**src/rtl/ldst_lane_fmt.sv**
```systemverilog
module ldst_lane_fmt #(
  parameter int DW = 32,
  localparam int NB = DW / 8,
  localparam int AW = $clog2(NB)
) (
  input  logic          clk,
  input  logic          rst_n,
  input  logic          sz_we,
  input  logic [2:0]    sz_wdata,
  input  logic          ld_req,
  input  logic          st_req,
  input  logic          acc_word,
  input  logic [AW-1:0] addr_lo,
  input  logic [DW-1:0] mem_rdata,
  input  logic [DW-1:0] st_wdata,
  output logic [DW-1:0] ld_data,
  output logic          rf_we,
  output logic          misalign,
  output logic [DW-1:0] mem_wdata,
  output logic [NB-1:0] mem_be,
  output logic          ovf16_mode
);

  logic [2:0]    size_q;
  logic [DW-1:0] lane;
  logic [NB-1:0] be_raw;
  logic          bad_align;
  logic          sz_half, sz_sgn;

  always_ff @(posedge clk or negedge rst_n)
    if (!rst_n)     size_q <= 3'b000;
    else if (sz_we) size_q <= sz_wdata;

  assign sz_half    = size_q[0];
  assign sz_sgn     = size_q[1];
  assign ovf16_mode = size_q[2];

  assign lane = mem_rdata >> {addr_lo, 3'b000};

  always_comb begin
    if (acc_word)     bad_align = |addr_lo;
    else if (sz_half) bad_align = addr_lo[0];
    else              bad_align = 1'b0;
  end

  assign misalign = (ld_req | st_req) & bad_align;
  assign rf_we    = ld_req & ~bad_align;

  always_comb begin
    if (acc_word)     ld_data = mem_rdata;
    else if (sz_half) ld_data = {{(DW-16){sz_sgn & lane[15]}}, lane[15:0]};
    else              ld_data = {{(DW-8){sz_sgn & lane[7]}}, lane[7:0]};
  end

  always_comb begin
    if (acc_word)     be_raw = '1;
    else if (sz_half) be_raw = NB'(3) << addr_lo;
    else              be_raw = NB'(1) << addr_lo;
  end

  assign mem_be = (st_req & ~bad_align) ? be_raw : '0;

  always_comb begin
    if (acc_word)     mem_wdata = st_wdata;
    else if (sz_half) mem_wdata = {(NB/2){st_wdata[15:0]}};
    else              mem_wdata = {NB{st_wdata[7:0]}};
  end

endmodule

```
**config.mk**
```make
export PLATFORM = sky130hd
export DESIGN_NAME = ldst_lane_fmt
export DESIGN_NICKNAME = d
export VERILOG_FILES = /design/src/rtl/ldst_lane_fmt.sv
export SDC_FILE = /design/constraint.sdc
export NUM_CORES = 1
export LEC_CHECK = 0
export BUFFER_PORTS_ARGS = -buffer_cell sky130_fd_sc_hd__buf_2
export CAP_MARGIN = 30
export CORE_MARGIN = 8
export CORE_UTILIZATION = 34
export DETAILED_ROUTE_END_ITERATION = 12
export GPL_TIMING_DRIVEN = 0
export PLACE_DENSITY_LB_ADDON = 0.25
export SKIP_CTS_REPAIR_TIMING = 1
export SLEW_MARGIN = 20
export SYNTH_ARGS = -nofsm -noshare
export SYNTH_HDL_FRONTEND = slang
export SYNTH_SLANG_ARGS = --single-unit
```
**constraint.sdc**
```tcl
create_clock -name clk -period 1.25 [get_ports clk]
set_input_delay 0.0625 -clock clk [delete_from_list [all_inputs] [get_ports clk]]
set_output_delay 0.0625 -clock clk [all_outputs]
set_load 0.01 [all_outputs]
```
# == Word level (Yosys, flattened, before mapping) ==
# Index checks and enable logic that the tools add are counted.
# totals
in_bits,75
reg_bits,3
output_inout_bits,71
elab_cells,21
# classes
bitwise,7
muxes,9
reduce_logical,1
shift,3
# op_table
cell,n
2-to-1 mux 32 bit,4
>> shifter 32 x 5 -> 16 bit,1
2-to-1 mux 4 bit,3
bitwise AND 1 bit,5
<< shifter 1 x 2 -> 4 bit (first input constant),1
<< shifter 2 x 2 -> 4 bit (first input constant),1
2-to-1 mux 1 bit,2
OR reduction 2 bit,1
NOT 1 bit,1
bitwise OR 1 bit,1

# == Longest topological paths before layout ==
# Gate-level depths: netlist (run 1).
# logic_depth
word_depth,5
mapped_depth,5
ltp_nobuf,3

# == Worst setup path before layout (run 1) ==
# OpenSTA, ideal clock, no wires.
# synth_path
kind,register to output
startpoint,reg size_q[0]
endpoint,out mem_be[3]
setup_slack_ns,-0.118
stages_incl_launch_ff,6
t_required_ns,1.188
t_arrival_ns,1.305
path_buffers,2
path_cell_list,dfrtp_1 > buf_2 > buf_4 > nand2_1 > mux2_2 > a211oi_1
# synth_between
elab_chain_cells,5
elab_cells_between_ends,7
classes_between,5 x mux; 2 x bitwise
# synth_lines
element,line_no,source
start: declaration,24,logic [2:0] size_q;
start signal: assignment,32,else if (sz_we) size_q <= sz_wdata;
2-to-1 mux 1 bit,42,else if (sz_half) bad_align = addr_lo[0];
2-to-1 mux 1 bit,41,if (acc_word) bad_align = |addr_lo;
NOT 1 bit,61,assign mem_be = (st_req & ~bad_align) ? be_raw : '0;
bitwise AND 1 bit,61,
2-to-1 mux 4 bit *,61,
end: declaration,20,"output logic [NB-1:0] mem_be,"
# Every way passes the cells marked *; elsewhere a longest branch is shown, timed or not.

# == Final worst setup path (run 1) ==
# layout_path
startpoint,reg size_q[0]
endpoint,out ld_data[22]
# layout_between
elab_chain_cells,2
# layout_lines
element,line_no,source
2-to-1 mux 32 bit,51,"else if (sz_half) ld_data = {{(DW-16){sz_sgn & lane[15]}}, lane[15:0]};"
2-to-1 mux 32 bit,50,if (acc_word) ld_data = mem_rdata;
end: declaration,16,"output logic [DW-1:0] ld_data,"
# Every way passes these cells.

==> results of run 1 <==
-- logic make-up (layout without fill, tap and decap cells) --
family,after synthesis,after routing
and+or+nand+nor,80,80
muxes,35,35
AOI/OAI and AO/OA,66,66
DFF,3,3
xor gates and xnor gates,2,2
buffers and inverters,34,191
-- worst max-delay path by stage --
stage | start | to | slack (ns)
after global placement | addr_lo[1] | ld_data[11] | -0.38
after CTS | size_q[1] | ld_data[11] | -0.57
after floorplan | size_q[0] | mem_be[3] | -0.04
final | size_q[0] | ld_data[22] | -0.42
after detailed placement | addr_lo[1] | ld_data[11] | -0.39
after global routing | size_q[0] | ld_data[26] | -0.46
-- tightest hold or removal path: stages --
cell and delay, ns:
buf_2 0.07, nand2_1 0.04, o21ai_0 0.06
-- power by group through the flow --
| stage | clock, mW | combinational [mW] | sequential [mW] |
|---|---|---|---|
| floorplan | 0 | 0.656 | 0.115 |
| global placement | 0 | 1.09 | 0.114 |
| detailed placement | 0 | 1.10 | 0.115 |
| CTS | 0.293 | 1.11 | 0.114 |
| global route | 0.299 | 1.38 | 0.114 |
| finish | 0.287 | 1.28 | 0.113 |
-- per-layer routing --
layer  wire length, um  vias up  track usage  part of all wire
li1                  -     1096            -                 -
met1              2680     1016        0.219              0.36
met2              3690      125        0.364              0.49
met3              1070        4       0.0823              0.14
met4                34        0       0.0246            0.0045
met5                 0        -            0                 0
-- synthesized netlist by cell type (all sizes together) --
cell type   n  area [sq um]
nand2b      1          6.26
and3b       2          17.5
nor3        2          10.0
buf        21           133
mux2i      15           150
clkbuf      8          31.3
nand3b      7          52.6
o21ai      29           145
and2        1          6.26
nor2b       2          12.5
o22ai       1          20.0
o221a       7          78.8
o211a       7          70.1
and3        1          6.26
mux2       20           229
xnor2       2          17.5
and2b       1          7.51
dfrtp       3          75.1
inv         5          18.8
or2         1          6.26
nor3b       1          7.51
a211oi      2          15.0
nand2      43           161
nor2       18          70.1
a21oi      10          50.1
a221oi      1          26.3
o311ai      1          16.3
o31ai       8          60.1
-- area by class of cell --
| cell class | count | area, sq um |
|---|---|---|
| fill | 401 | 1610 |
| multi-input combinational | 183 | 1400 |
| timing repair buffer | 153 | 852 |
| buffer | 29 | 231 |
| sequential | 3 | 76.3 |
| tap | 52 | 65.1 |
| clock buffer | 4 | 45.0 |
| inverter | 5 | 18.8 |
==> results.md, run 1 <==
- DRT antenna net count: 0
- Sequential share of power: 0.067
- All-Layer GR Usage: 0.201
- # diodes: 0
- Share of cells above drive strength 1: 0.645
- GR Overflow Total: 0
- Mapped cell area: 1500 sq um
- Data arrival, critical path: 1.61 ns
- WS Path Type: register to primary output
- Compound-Gate Fraction of Synth Area: 0.321
- Final min period: 1.67 ns
- Dpl hpwl: 5840 um
- Failing checks: negative setup slack
- Reg2Reg Depth: 3
- Hold WC Path Type: primary input to register
- Most frequent cells in the layout: buf_2, nand2_1, mux2_2
- CTS Sinks: 3
- Final setup viols: 44
- Buf/Inv on CP: 3
- Worst Tran Pin Value: 0.504 ns
- Largest net degree at the start of global routing: 11
- Synth unique cells: 34
- Post-synthesis sequential area ratio: 0.0500
- Static Leak: 1.44 nW
- Largest family of logic cells by synthesized area: compound AO/OA/AOI/OAI gates
- Routability cong.: 0.769
- Routed Wire Length: 7480 um
- Ports: 146
- Routed vias/inst: 5.22
- Top reg by flops: size_q
- Core box area: 4290 sq um
- Peak VDD IR: 0.379 mV
- WP depth: 6
- Nets: 453
- Crit. End Element: primary output
- Setup_tns: -13.55 ns
- Max Cap Viol: 0
- CP top delay family: buffers and inverters
- FP Rows: 24
- Synth Register Bits: 3
- H-tree levels: 1
- Commonest non-fill, non-tap cell in the layout: buf_2
- Drt wl/cell: 17.4 um
- Deepest clock path buffer count: 2
- RR Startpoint: size_q[0]
- Power Density: 624 nW/um^2
- Die ar.: 6790 sq um
- R2R Path End: size_q[0]
- First-pass GRT wire length: 10900 um
- Switching pwr: 0.730 mW
- Post-synthesis mux area share: 0.253
- Min-delay src: sz_wdata[1]
- Total power: 1.68 mW
- Hold path cells: 3
- Area Growth Syn to Fin: 79.1%
- Final Hold Vio Count: 0
- Total number of vias: 2241
- CP peak stage delay: 0.36 ns
- Net Sw Frac: 0.435
- Maximum clock frequency: 0.597 GHz
- Area of placed instances: 2390 sq um
- Synth Area in XOR/XNOR: 0.0117
- Cell area after layout: 2690 sq um
- CTS Root Cell: clkbuf_8
- Initial antenna violation count: 0
- Starting Density: 0.349
- DRC Markers: 0
- DIE WIDTH: 82.4 um
- Post-place setup slack: -0.385 ns
- Synth Area in Simple Gates: 0.243
- Clock Power Share: 0.171
- Pre-Repair DR Iteration Count: 4
- Max reg flops: 3
- Area share of fa/ha/maj cells after synthesis: 0
- CP Data Required Time: 1.19 ns
- Crit-path cells: buf_6 -> or2_4 -> o22ai_4 -> clkbuf_16 -> o21ai_2 -> buf_2
- Util after Layout: 0.626
- Syn avg cell area: 6.82 sq um
- Worst-path clk slew: 0.03 ns
- Critical path's slowest cell: dfrtp_1
- Die Y: 82.4 um
- RSZ-0062 raised after global routing: true
- PortBufs: 143
- Slew headroom: 0.664
- YS warnings: 0
- DP Cell Count: 415
- Status: finished with violations
- P_int: 0.948 mW
- Final worst-path cycle share: 1.34
- Setup Skew: 0 ns
- Logic pwr share: 0.762
- Fin. max-slew vios: 0
- Cells after Synth: 220
- Vias in the first global route: 2329
- Crit path launch type: register
- Top Registers: size_q (3)
- Later-pin clock latency in the skew report: 0.22 ns
- CTS tree: done
- Layout Cells excl Fill: 429
- WHS Endpoint: size_q[1]
- Drt initial violations: 138
- R2R Setup Slk: 0.38 ns
- Crit Path Max Fanout: 5
- Setup ws final: -0.425 ns
- TritonCTS Buffers: 3
- Worst hold margin: 0.0573 ns
- Syn Nets: 295
Power figures use the tool's default switching activity.
==> run 2, diff against run 1 <==
--- a/config.mk
+++ b/config.mk
@@ -9,9 +9,12 @@
 export CAP_MARGIN = 30
 export CORE_MARGIN = 8
 export CORE_UTILIZATION = 34
+export CTS_CLUSTER_DIAMETER = 100
 export DETAILED_ROUTE_END_ITERATION = 12
+export GPL_ROUTABILITY_DRIVEN = 1
 export GPL_TIMING_DRIVEN = 0
 export PLACE_DENSITY_LB_ADDON = 0.25
+export SETUP_SLACK_MARGIN = 0.1
 export SKIP_CTS_REPAIR_TIMING = 1
 export SLEW_MARGIN = 20
 export SYNTH_ARGS = -nofsm -noshare
==> run 2 against run 1 <==
Via count rose by 3.5%. Sequential power barely moved. The flow still finishes with violations (negative setup slack). Largest power group unchanged. Register-to-register slack improved by 0.07 ns. Critical endpoint is now ld_data[14]. Clock skew did not move.
==> results.md, run 2 (same netlist as run 1, synthesis figures left out) <==
- Hold WC Path Type: primary input to register
- Core box area: 4290 sq um (unchanged)
- Vias in the first global route: 2244 (-3.6%)
- Sequential share of power: 0.064 (-0.003)
- H-tree levels: 1 (unchanged)
- Post-place setup slack: -0.392 ns (-0.00710 ns)
- Commonest non-fill, non-tap cell in the layout: buf_2
- Dpl hpwl: 5790 um (-0.74%)
- Routability cong.: 0.909 (+18%)
- DRT antenna net count: 0 (unchanged)
- Maximum clock frequency: 0.627 GHz (+5.0%)
- Worst-path clk slew: 0.03 ns (about the same)
- Final worst-path cycle share: 1.28 (-0.0636)
- DP Cell Count: 415 (unchanged)
- CP peak stage delay: 0.42 ns (+0.06 ns)
- CP Data Required Time: 1.19 ns (about the same)
- Logic pwr share: 0.781 (+0.019)
- DRC Markers: 0 (unchanged)
- Die Y: 82.4 um (unchanged)
- Top reg by flops: size_q
- Peak VDD IR: 0.550 mV (+45%)
- Setup ws final: -0.345 ns (+0.0795 ns)
- CTS Root Cell: clkbuf_8
- Final setup viols: 44 (unchanged)
- Initial antenna violation count: 0 (unchanged)
- Routed met1 length: 2800 um (+4.3%)
- Drt initial violations: 152 (+10%)
- Util after Layout: 0.686 (+0.0603)
- Setup Skew: 0 ns (unchanged)
- Routed vias/inst: 5.36 (+2.6%)
- Top sig layer: met4
- Die ar.: 6790 sq um (unchanged)
- FP Rows: 24 (unchanged)
- R2R Path End: size_q[0]
- CTS Sinks: 3 (unchanged)
- Hold path cells: 3 (unchanged)
- Fill count: 370 (-7.7%)
- Crit Path Max Fanout: 8 (+3)
- CTS tree: done
- RSZ-0062 raised after global routing: true
- Deepest clock path buffer count: 2 (unchanged)
- Largest net degree at the start of global routing: 11 (unchanged)
- Slew headroom: 0.706 (+0.0420)
- Static Leak: 1.54 nW (+7.1%)
- P_int: 1.04 mW (+10%)
- Buf/Inv on CP: 2 (-1)
- CP top delay family: flip-flops
- Crit path launch type: register
- Net Sw Frac: 0.414 (-0.0212)
- Nets: 457 (+0.88%)
- Crit-path cells: nor2b_2 -> a221oi_4 -> buf_12 -> o31ai_2 -> buf_2
- R2R Setup Slk: 0.45 ns (+0.07 ns)
- Starting Density: 0.349 (unchanged)
- Share of cells above drive strength 1: 0.651 (+0.00636)
- First-pass GRT wire length: 10400 um (-4.9%)
- WS Path Type: register to primary output
- WP depth: 5 (-1)
- Total number of vias: 2320 (+3.5%)
- Final min period: 1.60 ns (-0.0795 ns)
- Drt wl/cell: 17.3 um (-0.73%)
- Clock Power Share: 0.154 (-0.017)
- Crit path from: size_q[1]
- Pre-Repair DR Iteration Count: 5 (+1)
- All-Layer GR Usage: 0.189 (-0.0124)
- Critical path's slowest cell: dfrtp_1
- Data arrival, critical path: 1.53 ns (-0.08 ns)
- # diodes: 0 (unchanged)
- Max Cap Viol: 0 (unchanged)
- RR Startpoint: size_q[0]
- PortBufs: 143 (unchanged)
- Ports: 146 (unchanged)
- Failing checks: negative setup slack
- Routed Wire Length: 7500 um (+0.20%)
- WL met2: 3900 um (+5.4%)
- Later-pin clock latency in the skew report: 0.21 ns (about the same)
- Most frequent cells in the layout: buf_2, nand2_1, buf_6
- Layout Cells excl Fill: 433 (+0.93%)
- GR Overflow Total: 0 (unchanged)
- Fin. max-slew vios: 0 (unchanged)
- Reg2Reg Depth: 3 (unchanged)
- TritonCTS Buffers: 3 (unchanged)
- Power Density: 604 nW/um^2 (-3.2%)
- Max reg flops: 3 (unchanged)
- Switching pwr: 0.737 mW (+0.92%)
- CP Capture Point: ld_data[14]
- Final Hold Vio Count: 0 (unchanged)
- Area Growth Syn to Fin: 96.4%
- DIE WIDTH: 82.4 um (unchanged)
- Met3 WL: 792 um (-26%)
- Worst Tran Pin Value: 0.441 ns (-0.0629 ns)
- Crit. End Element: primary output
- Top Registers: size_q (3)
- Status: finished with violations
-- run 2: worst min-delay path by stage --
stage | start | to | slack, ns
2_1_floorplan | rst_n | size_q[0] | -0.23
3_3_place_gp | rst_n | size_q[1] | -0.14
3_5_place_dp | rst_n | size_q[2] | -0.14
4_1_cts | rst_n | size_q[1] | -0.36
5_1_grt | sz_wdata[0] | size_q[0] | 0.07
6_report | sz_wdata[0] | size_q[0] | 0.06
-- run 2: area by class of cell --
class,count,area [sq um],share of cell area
Tap cell,52,65.1,0.0221
Inverter,5,18.8,0.00637
Sequential cell,3,75.1,0.0255
Clock buffer,4,45.0,0.0153
Timing Repair Buffer,157,1020,0.347
Multi-Input combinational cell,183,1460,0.496
Buffer,29,258,0.0875
-- run 2: power groups by stage --
stage | Combinational (mW) | Sequential (mW) | Clock, mW
after global routing | 1.49 | 0.115 | 0.291
after detailed placement | 1.11 | 0.116 | 0
after floorplan | 0.664 | 0.116 | 0
after CTS | 1.11 | 0.115 | 0.281
final | 1.39 | 0.115 | 0.274
after global placement | 1.09 | 0.115 | 0
-- run 2: worst min-delay path, cell delays in order --
cell	delay, ns
buf_2	0.07
nand2_1	0.04
o21ai_0	0.06
-- run 2: metrics by stage --
| step | TNS [ns] | hold WS, ns | power, mW | cell area, sq um |
|---|---|---|---|---|
| floorplan | -0.0614 | -0.233 | 0.779 | 1610 |
| global placement | -11.60 | -0.138 | 1.21 | 2390 |
| detailed placement | -11.12 | -0.138 | 1.22 | 2390 |
| CTS | -17.35 | -0.362 | 1.51 | 2440 |
| global route | -14.24 | 0.0712 | 1.89 | 2950 |
| finish | -11.79 | 0.0646 | 1.78 | 2950 |
-- run 2: routing by layer --
| metal | vias up | global-route usage |
|---|---|---|
| met2 | 108 | 0.345 |
| met4 | 0 | 0.0246 |
| met5 | - | 0 |
| met3 | 4 | 0.0563 |
| li1 | 1107 | - |
| met1 | 1101 | 0.215 |
==> run 3, diff against run 2 <==
==> constraint.sdc (replaced) <==
create_clock -name clk -period 1.25 [get_ports clk]
set_input_delay 0.25 -clock clk [delete_from_list [all_inputs] [get_ports clk]]
set_output_delay 0.25 -clock clk [all_outputs]
set_load 0.01 [all_outputs]
==> run 3 against run 2 <==
Final cell count increased by 1.8%. Die area unchanged. Global-route usage increased by 0.62 points. Hold slack improved by 0.18 ns. Combinational power increased by 17%. Power increased by 13%. Sequential power about the same. The run still ends with negative setup slack left. Non-clock buffer count increased by 8. Largest cell class unchanged. Clock-buffer cell count unchanged. Clock power increased by 4%. Clock skew unchanged.
==> results.md, run 3 (same netlist as run 1, synthesis figures left out) <==
- CP peak stage delay: 0.36 ns (-0.06 ns)
- Static Leak: 1.71 nW (+11%)
- Core box area: 4290 sq um (unchanged)
- H-tree levels: 1 (unchanged)
- Cell area after layout: 3350 sq um (+14%)
- Routability cong.: 0.844 (-7.1%)
- Pre-Repair DR Iteration Count: 4 (-1)
- Routed Wire Length: 8350 um (+11%)
- Deepest clock path buffer count: 2 (unchanged)
- Setup ws final: -0.578 ns (-0.233 ns)
- Routed vias/inst: 5.50 (+2.7%)
- Crit path launch type: register
- Final Hold Vio Count: 0 (unchanged)
- Area Growth Syn to Fin: 123%
- Max Cap Viol: 0 (unchanged)
- Peak VDD IR: 0.510 mV (-7.1%)
- All-Layer GR Usage: 0.195 (+0.00617)
- FP Rows: 24 (unchanged)
- DRT antenna net count: 0 (unchanged)
- Nets: 465 (+1.8%)
- Total power: 2.02 mW (+13%)
- Dpl hpwl: 5740 um (-1.0%)
- # diodes: 0 (unchanged)
- Crit. End Element: primary output
- R2R Setup Slk: 0.47 ns (+0.02 ns)
- Worst-path clk slew: 0.03 ns (about the same)
- Drt initial violations: 168 (+11%)
- PortBufs: 143 (unchanged)
- Slew headroom: 0.738 (+0.0324)
- Area of placed instances: 2530 sq um (+5.6%)
- Later-pin clock latency in the skew report: 0.22 ns (about the same)
- CTS Sinks: 3 (unchanged)
- Final min period: 1.83 ns (+0.233 ns)
- WS Path Type: register to primary output
- RSZ-0062 raised after global routing: true
- Initial antenna violation count: 0 (unchanged)
- First-pass GRT wire length: 10600 um (+2.6%)
- CTS tree: done
- GR Overflow Total: 0 (unchanged)
- Largest net degree at the start of global routing: 11 (unchanged)
- Power Density: 602 nW/um^2 (-0.30%)
- Starting Density: 0.349 (unchanged)
- Die Y: 82.4 um (unchanged)
- Setup Skew: 0 ns (unchanged)
- Top reg by flops: size_q
- Worst Tran Pin Value: 0.392 ns (-0.0491 ns)
- Data arrival, critical path: 1.58 ns (+0.05 ns)
- Ports: 146 (unchanged)
- CP Data Required Time: 1.00 ns (-0.19 ns)
- Commonest non-fill, non-tap cell in the layout: buf_2
- Fin. max-slew vios: 0 (unchanged)
- DP Cell Count: 415 (unchanged)
- Drt wl/cell: 18.9 um (+9.3%)
- Final worst-path cycle share: 1.46 (+0.187)
- Crit-path cells: buf_6 -> or2_4 -> o22ai_4 -> buf_8 -> o21ai_1 -> buf_2
- CTS Root Cell: clkbuf_8
- Total number of vias: 2427 (+4.6%)
- Failing checks: negative setup slack
- Crit Path Max Fanout: 10 (+2)
- Status: finished with violations
- Top Registers: size_q (3)
- Vias in the first global route: 2312 (+3.0%)
- Maximum clock frequency: 0.547 GHz (-13%)
- Max reg flops: 3 (unchanged)
- Worst hold margin: 0.241 ns (+0.176 ns)
- Most frequent cells in the layout: buf_2, nand2_1, buf_6
- DRC Markers: 0 (unchanged)
- DIE WIDTH: 82.4 um (unchanged)
- Final setup viols: 53 (+20%)
- Critical path's slowest cell: dfrtp_1
- TritonCTS Buffers: 3 (unchanged)
- Die ar.: 6790 sq um (unchanged)
- Hold WC Path Type: primary input to register
- Share of cells above drive strength 1: 0.704 (+0.0535)
- Layout Cells excl Fill: 441 (+1.8%)
[run 3: cell count changes in the layout (fill, tap and decap cells not counted), sizes merged]
cell,change
buf,+8
[run 3: path summary, 6_finish.rpt]
check,from,to,cells after the start
min reg2reg,size_q[2],size_q[2],1
max,size_q[0],ld_data[22],6
min in group asynchronous,rst_n,size_q[1],2
max in group asynchronous,rst_n,size_q[2],2
min,sz_wdata[0],size_q[0],3
max reg2reg,size_q[0],size_q[0],3
[run 3: metrics by stage]
stage | setup TNS [ns] | setup slack, ns | utilization
detailed placement | -21.06 | -0.657 | 0.589
floorplan | -6.07 | -0.267 | -
global route | -25.20 | -0.619 | 0.779
global placement | -20.65 | -0.651 | 0.589
finish | -22.81 | -0.578 | 0.779
CTS | -26.47 | -0.728 | 0.599
[run 3: area by class of cell]
cell class                      instances  area (sq um)
Sequential cell                         3          75.1
Inverter                                5          21.3
Fill cell                             280           947
Buffer                                 29           338
Timing Repair Buffer                  165          1180
Multi-Input combinational cell        183          1630
Clock buffer                            4          45.0
Tap cell                               52          65.1
[run 3: critical path: cells and delay by family, from the launching register on]
family | cells | cell delay [ns]
compound gates | 2 | 0.28
buf+inv | 3 | 0.48
flops | 1 | 0.36
simple gates | 1 | 0.24
[run 3: report_power, final]
part	total, mW	switching [mW]	internal (mW)
logic	1.62	0.752	0.867
clock network	0.284	0.0666	0.218
registers	0.113	0.00591	0.107
total	2.02	0.824	1.19
[run 3: per-layer routing]
layer / vias to the layer above / global-route usage / part of all wire
li1: 1130 / - / -
met1: 1150 / 0.213 / 0.37
met2: 129 / 0.348 / 0.50
met3: 18 / 0.0649 / 0.10
met4: 0 / 0.0579 / 0.024
met5: - / 0 / 0
